**src/rtl/tod_pkg.sv**
```systemverilog
package tod_pkg;

    localparam int ADDR_W = 12;

    localparam logic [ADDR_W-1:0] OFS_CTRL = 12'hF00;
    localparam logic [ADDR_W-1:0] OFS_FRAC = 12'hF08;
    localparam logic [ADDR_W-1:0] OFS_NS   = 12'hF10;
    localparam logic [ADDR_W-1:0] OFS_STEP = 12'hF18;

    typedef enum logic [2:0] {
        SEL_NONE,
        SEL_CTRL,
        SEL_FRAC,
        SEL_NS,
        SEL_STEP
    } reg_sel_e;

    function automatic reg_sel_e decode_sel(input logic [ADDR_W-1:0] a);
        reg_sel_e s;
        case (a)
            OFS_CTRL: s = SEL_CTRL;
            OFS_FRAC: s = SEL_FRAC;
            OFS_NS:   s = SEL_NS;
            OFS_STEP: s = SEL_STEP;
            default:  s = SEL_NONE;
        endcase
        return s;
    endfunction

endpackage

```
**src/rtl/tod_ctrl_regs.sv**
```systemverilog
module tod_ctrl_regs
    import tod_pkg::*;
#(
    parameter int DATA_W = 64,
    parameter int STEP_W = 64
) (
    input  logic              clk,
    input  logic              rst_n,
    input  logic              wr_en,
    input  reg_sel_e          sel,
    input  logic [DATA_W-1:0] wdata,
    output logic              run_q,
    output logic [STEP_W-1:0] step_q
);

    typedef struct packed {
        logic              run;
        logic [STEP_W-1:0] step;
    } regs_t;

    regs_t cur_q, nxt_d;

    always_comb begin
        nxt_d = cur_q;
        if (wr_en && sel == SEL_CTRL) nxt_d.run  = wdata[0];
        if (wr_en && sel == SEL_STEP) nxt_d.step = STEP_W'(wdata);
    end

    always_ff @(posedge clk or negedge rst_n) begin
        if (!rst_n) cur_q <= '0;
        else        cur_q <= nxt_d;
    end

    assign run_q  = cur_q.run;
    assign step_q = cur_q.step;

    // a step write is captured whole on the next edge
    assert_step_load_R5: assert property (@(posedge clk) disable iff (!rst_n)
        (wr_en && sel == SEL_STEP) |=> (step_q == $past(STEP_W'(wdata))));

    // the step changes only through its own offset
    assert_step_hold_R5: assert property (@(posedge clk) disable iff (!rst_n)
        !(wr_en && sel == SEL_STEP) |=> $stable(step_q));

    // the enable changes only through the control offset
    assert_run_hold_R2: assert property (@(posedge clk) disable iff (!rst_n)
        !(wr_en && sel == SEL_CTRL) |=> $stable(run_q));

endmodule

```
**src/rtl/tod_accum.sv**
```systemverilog
module tod_accum #(
    parameter int NS_W   = 64,
    parameter int FRAC_W = 32,
    parameter int STEP_W = 64
) (
    input  logic              clk,
    input  logic              rst_n,
    input  logic              run,
    input  logic [STEP_W-1:0] step,
    output logic [NS_W-1:0]   ns_q,
    output logic [FRAC_W-1:0] frac_q
);

    localparam int ACC_W = NS_W + FRAC_W;

    typedef struct packed {
        logic [ACC_W-1:0] acc;
    } acc_t;

    acc_t cur_q, nxt_d;

    always_comb begin
        nxt_d = cur_q;
        if (run) nxt_d.acc = cur_q.acc + ACC_W'(step);
    end

    always_ff @(posedge clk or negedge rst_n) begin
        if (!rst_n) cur_q <= '0;
        else        cur_q <= nxt_d;
    end

    assign ns_q   = cur_q.acc[ACC_W-1:FRAC_W];
    assign frac_q = cur_q.acc[FRAC_W-1:0];

    // a stopped counter keeps its time
    assert_hold_when_stopped_R6: assert property (@(posedge clk) disable iff (!rst_n)
        !run |=> ($stable(ns_q) && $stable(frac_q)));

    // a running counter with a nonzero step moves every edge
    assert_moves_when_running_R3: assert property (@(posedge clk) disable iff (!rst_n)
        (run && step != '0) |=> !($stable(ns_q) && $stable(frac_q)));

endmodule

```
**src/rtl/tod_read_port.sv**
```systemverilog
module tod_read_port
    import tod_pkg::*;
#(
    parameter int DATA_W = 64,
    parameter int NS_W   = 64,
    parameter int FRAC_W = 32,
    parameter int STEP_W = 64
) (
    input  logic              clk,
    input  logic              rst_n,
    input  logic              rd_en,
    input  reg_sel_e          sel,
    input  logic              run,
    input  logic [FRAC_W-1:0] frac,
    input  logic [NS_W-1:0]   ns,
    input  logic [STEP_W-1:0] step,
    output logic              rsp_valid,
    output logic [DATA_W-1:0] rsp_rdata
);

    typedef struct packed {
        logic              valid;
        logic [DATA_W-1:0] rdata;
    } rsp_t;

    rsp_t cur_q, nxt_d;
    logic [DATA_W-1:0] mux_val;

    always_comb begin
        case (sel)
            SEL_CTRL: mux_val = DATA_W'(run);
            SEL_FRAC: mux_val = DATA_W'(frac);
            SEL_NS:   mux_val = DATA_W'(ns);
            SEL_STEP: mux_val = DATA_W'(step);
            default:  mux_val = '0;
        endcase
    end

    always_comb begin
        nxt_d       = cur_q;
        nxt_d.valid = rd_en;
        if (rd_en) nxt_d.rdata = mux_val;
    end

    always_ff @(posedge clk or negedge rst_n) begin
        if (!rst_n) cur_q <= '0;
        else        cur_q <= nxt_d;
    end

    assign rsp_valid = cur_q.valid;
    assign rsp_rdata = cur_q.rdata;

    // the nanosecond word is the value held at the request edge
    assert_ns_snapshot_R7: assert property (@(posedge clk) disable iff (!rst_n)
        (rd_en && sel == SEL_NS) |=> (rsp_rdata == $past(DATA_W'(ns))));

    // unmapped offsets read back as zero
    assert_unmapped_zero_R8: assert property (@(posedge clk) disable iff (!rst_n)
        (rd_en && sel == SEL_NONE) |=> (rsp_rdata == '0));

    // a response appears exactly one cycle after each read
    assert_rsp_timing_R7: assert property (@(posedge clk) disable iff (!rst_n)
        rd_en |=> rsp_valid);

endmodule

```
**src/rtl/tod_counter.sv**
```systemverilog
module tod_counter
    import tod_pkg::*;
#(
    parameter int NS_W   = 64,
    parameter int FRAC_W = 32,
    parameter int DATA_W = 64
) (
    input  logic              clk,
    input  logic              rst_n,
    input  logic              req_valid,
    input  logic              req_write,
    input  logic [ADDR_W-1:0] req_addr,
    input  logic [DATA_W-1:0] req_wdata,
    output logic              rsp_valid,
    output logic [DATA_W-1:0] rsp_rdata
);

    localparam int STEP_W = 32 + FRAC_W;

    reg_sel_e          sel;
    logic              wr_en;
    logic              rd_en;
    logic              run_q;
    logic [STEP_W-1:0] step_q;
    logic [NS_W-1:0]   ns_q;
    logic [FRAC_W-1:0] frac_q;

    assign sel   = decode_sel(req_addr);
    assign wr_en = req_valid && req_write;
    assign rd_en = req_valid && !req_write;

    tod_ctrl_regs #(
        .DATA_W (DATA_W),
        .STEP_W (STEP_W)
    ) u_regs (
        .clk    (clk),
        .rst_n  (rst_n),
        .wr_en  (wr_en),
        .sel    (sel),
        .wdata  (req_wdata),
        .run_q  (run_q),
        .step_q (step_q)
    );

    tod_accum #(
        .NS_W   (NS_W),
        .FRAC_W (FRAC_W),
        .STEP_W (STEP_W)
    ) u_accum (
        .clk    (clk),
        .rst_n  (rst_n),
        .run    (run_q),
        .step   (step_q),
        .ns_q   (ns_q),
        .frac_q (frac_q)
    );

    tod_read_port #(
        .DATA_W (DATA_W),
        .NS_W   (NS_W),
        .FRAC_W (FRAC_W),
        .STEP_W (STEP_W)
    ) u_rd (
        .clk       (clk),
        .rst_n     (rst_n),
        .rd_en     (rd_en),
        .sel       (sel),
        .run       (run_q),
        .frac      (frac_q),
        .ns        (ns_q),
        .step      (step_q),
        .rsp_valid (rsp_valid),
        .rsp_rdata (rsp_rdata)
    );

endmodule

```
**config.mk**
```make
export PLATFORM = sky130hd
export DESIGN_NAME = tod_counter
export DESIGN_NICKNAME = d
export VERILOG_FILES = /design/src/rtl/tod_pkg.sv /design/src/rtl/tod_ctrl_regs.sv /design/src/rtl/tod_accum.sv /design/src/rtl/tod_read_port.sv /design/src/rtl/tod_counter.sv
export SDC_FILE = /design/constraint.sdc
export NUM_CORES = 1
export LEC_CHECK = 0
export BUFFER_PORTS_ARGS = -buffer_cell sky130_fd_sc_hd__buf_2
export CAP_MARGIN = 15
export CELL_PAD_IN_SITES_DETAIL_PLACEMENT = 0
export CELL_PAD_IN_SITES_GLOBAL_PLACEMENT = 1
export CORE_MARGIN = 3
export CORE_UTILIZATION = 47
export CTS_CLUSTER_SIZE = 25
export DETAILED_ROUTE_END_ITERATION = 10
export GPL_TIMING_DRIVEN = 0
export PLACE_DENSITY_LB_ADDON = 0.1
export SLEW_MARGIN = 20
export SYNTH_ARGS = -nofsm -noshare
export SYNTH_HDL_FRONTEND = slang
export SYNTH_SLANG_ARGS = --single-unit
```
**constraint.sdc**
```tcl
create_clock -name clk -period 4.3 [get_ports clk]
set_clock_uncertainty 0.1 [all_clocks]
set_input_delay 0.86 -clock clk [delete_from_list [all_inputs] [get_ports clk]]
set_output_delay 0.86 -clock clk [all_outputs]
set_load 0.02 [all_outputs]
```
==> impl_metrics.py <==
metrics = {
    "sta": {
        "finalCriticalPeriod_ps": 4099,
        "hold_viol": 0,
        "fmax_mhz": 244.0,
        "setup_viol": 0,
        "worst_pin_slew_ps": 1028,
        "slew_violations": 0,
        "rsz0062_at_grt": "false",
        "slew_headroom_pct": 31.32,
        "worst_hold_slack_ps": 157.4,
        "setup_ws_ps": 201.2,
        "fin_crit_sh_pct": 95.32,
    },
    "synthesis": {
        "ys_ff_latch": 226,
        "synth_ff_type": "dfrtp_1",
        "ys_top_cells_by_count": "dfrtp_1 (226), mux2_2 (149), nand2_1 (129)",
        "synth-xor-area-share_pct": 5.857,
        "synth_top_area_share_pct": 42.02,
        "synth_top_family_by_area": "compound AO/OA/AOI/OAI gates",
        "synth_compound_area_share_pct": 17.90,
        "synth_edf_count": 0,
        "yosysWarnings": 0,
        "async_flop_share_pct": 100.0,
        "seq_area_frac_synth_pct": 42.02,
        "synth.distinct_cells": 72,
        "synth.mux.area_fraction_pct": 12.54,
        "syn-instance-count": 1345,
        "synthAdderAreaFrac_pct": 6.098,
        "synth_nets": 1490,
        "synth_area_leaders": "dfrtp_1 (42%), mux2_2 (12%), ha_1 (5.9%)",
        "yosysMostFrequentCell": "dfrtp_1",
        "synthSimpleGateAreaFrac_pct": 12.93,
        "syn_area_per_cell_um2": 10.01,
        "netlist_area_um2": 13460,
        "yosys.area.top_type": "dfrtp_1",
    },
    "global_route": {
        "antenna_found_initial": 1,
        "grt_usage_pct": 25.65,
        "grt_max_degree": 84,
        "grt-ovfl-total": 0,
        "grt_pass1_vias": 11390,
        "grt_pass1_wl_um": 62750,
    },
    "flow_run": {
        "drv_cap": 0,
    },
    "placement": {
        "dp_hpwl_um": 30430,
        "gp_congestion": 0.9141,
        "dpl-instance-area_um2": 14720,
        "dp_cells": 1868,
        "dpl_worst_slack_ps": 251.2,
        "io_buffers": 142,
    },
    "clock_tree": {
        "cts.sinks": 226,
        "cts_buffer_depth": 3,
        "tritoncts": "built",
        "cts_root_buf": "clkbuf_16",
        "numCtsBuffers": 26,
        "cts-htree-levels": 1,
        "clk_pin_slew_ps": 60,
        "insertion_delay_ps": 540,
    },
    "worst_setup_path": {
        "crit_path_max_incr_delay_ps": 490,
        "crit_path_max_fanout": 5,
        "critPathCaptureType": "flop",
        "worstPathRequired_ps": 4620,
        "regToRegEndpoint": "u_accum.cur_q[68]",
        "cp.arrival_ps": 4420,
        "worstSetupPathType": "flop to flop",
        "r2r_cells": 12,
        "r2r_start": "u_regs.step_q[0]",
        "start_kind": "flop",
        "slowest_stage": "nor4b_2",
        "crit_chain": "ha_1, fa_1, nand3_1, a32o_1, o31a_1, nor4b_2, o21a_1, o31ai_1, o41a_1, o21ai_1, nand4_1, xnor2_1",
        "rrSetupSlack_ps": 200,
    },
    "die": {
        "start_util_pct": 48.05,
        "num_rows": 61,
        "fp.dieW_um": 175.2,
        "io_pins": 145,
        "core_area_um2": 28010,
        "die_y_um": 175.2,
        "dieArea_um2": 30700,
    },
    "power_and_ir_drop": {
        "pwr-share-seq_pct": 45.9,
        "p_clk_share_pct": 44.3,
        "vdd.ir_drop.worst_mv": 0.2747,
        "internal_power_uw": 3688,
        "p_leak_uw": 0.007722,
        "power_switching_uw": 1264,
        "p_per_area_nw_per_um2": 318.1,
        "combPwrFrac_pct": 9.8,
        "switching_share_pct": 25.53,
    },
    "routing": {
        "via_per_inst": 5.753,
        "dr.pass1.iters": 5,
        "drtAntennaViolNets": 0,
        "drt_wl_total_um": 39220,
        "vias": 11010,
        "drc": 0,
        "wire_per_inst_um": 20.49,
        "drt_iter0_markers": 681,
    },
    "final_layout": {
        "final_core_util_pct": 55.57,
        "layout.cells.non_filler": 1914,
        "drive_gt1_share_pct": 23.78,
        "final_cell_area_um2": 15570,
        "multi_input_area_um2": 7456,
        "fillers": 2624,
        "seq_area_um2": 5655,
        "area_growth_pct": 15.66,
        "layout.nets": 1663,
    },
    "run_status": {
        "status": "completed",
    },
    "worst_hold_path": {
        "hp-class": "input port to async pin",
    },
}
final cells by class:
type,count,area share (%)
Antenna cell,1,0.01608
Buffer,76,1.937
Clock buffer,35,4.662
Clock inverter,10,0.6993
Inverter,15,0.3617
Multi-Input combinational cell,1028,47.90
Sequential cell,226,36.33
Tap cell,378,3.038
Timing Repair Buffer,145,5.056
cells in the final DEF (no fill, tap or decap), types with 3 or more instances in the layout:
master / count
a211oi_1: 4
a21boi_1: 4
a21o_1: 33
a21oi_1: 83
a221oi_1: 39
a22oi_1: 32
a31oi_1: 7
a41oi_1: 3
and2_1: 5
and3_1: 10
and4_1: 4
buf_1: 8
buf_2: 148
clkbuf_1: 65
clkbuf_16: 27
clkinv_2: 5
dfrtp_1: 226
ha_1: 64
inv_1: 15
mux2_2: 149
nand2_1: 129
nand2b_1: 8
nand3_1: 23
nand4_1: 24
nor2_1: 124
nor2b_1: 5
nor3_1: 21
nor4_1: 6
o21a_1: 9
o21ai_0: 44
o21ai_1: 3
o21bai_1: 19
o31ai_1: 39
or2_2: 3
xnor2_1: 39
xor2_1: 51
flip-flops by register name (all words and copies together), names as in the netlist:
| signal | cells |
|---|---|
| u_regs.step_q | 64 |
| u_rd.rsp_rdata | 64 |
| u_accum.cur_q | 96 |
| u_rd.rsp_valid | 1 |
| u_regs.run_q | 1 |
through the flow:
stage | power [uW] | TNS [ps]
after global placement | 2784 | -449390
after detailed placement | 2800 | 0
after floorplan | 2583 | 0
after global routing | 5153 | 0
after CTS | 5001 | 0
final | 4952 | 0
logic make-up (layout without fill, tap and decap cells):
| group | count (synthesis) | count (layout) |
|---|---|---|
| other cells | 0 | 1 |
| simple gates | 379 | 379 |
| buf+inv | 91 | 281 |
| flops | 226 | 226 |
| xor+xnor | 90 | 90 |
| fa+ha+maj | 65 | 65 |
| compound gates | 344 | 344 |
| mux | 150 | 150 |
worst max-delay path: cells and delay by family (launching register included):
kind | cells | cell delay (ps)
xor gates and xnor gates | 1 | 170
DFF | 1 | 380
and+or+nand+nor | 3 | 800
adders and majority gates | 2 | 510
AOI/OAI and AO/OA | 6 | 2020
power groups by stage:
stage | Clock (uW) | Combinational (uW) | Sequential (uW)
after detailed placement | 0 | 489 | 2310
after global routing | 2330 | 542 | 2280
after floorplan | 0 | 252 | 2330
after global placement | 0 | 475 | 2310
final | 2190 | 485 | 2270
after CTS | 2240 | 491 | 2270
how the worst max path moves through the flow:
stage / endpoint / slack [ps] / cells past startpoint / start
2_1_floorplan: u_accum.cur_q[69] / 1200 / 11 / u_regs.step_q[1]
3_3_place_gp: u_rd.rsp_rdata[15] / -1890 / 1 / rst_n
3_5_place_dp: u_accum.cur_q[68] / 250 / 12 / u_regs.step_q[0]
4_1_cts: u_accum.cur_q[68] / 210 / 12 / u_regs.step_q[0]
5_1_grt: u_accum.cur_q[68] / 20 / 12 / u_regs.step_q[0]
6_report: u_accum.cur_q[68] / 200 / 12 / u_regs.step_q[0]
routing by layer:
layer	vias to the layer above	track usage, %	wire [um]
met2	241	44.74	19170
met4	0	7.015	1125
met5	-	0	0
met1	5434	33.64	17320
met3	49	3.281	1603
li1	5287	-	-
repair_timing:
item / 4_1_cts / 5_1_grt
gates resized for setup: 0 / 1
buffers inserted: 0 / 0
hold buffers: 0 / 0
endpoints found under the setup margin: 0 / 1
Power figures use the tool's default switching activity.
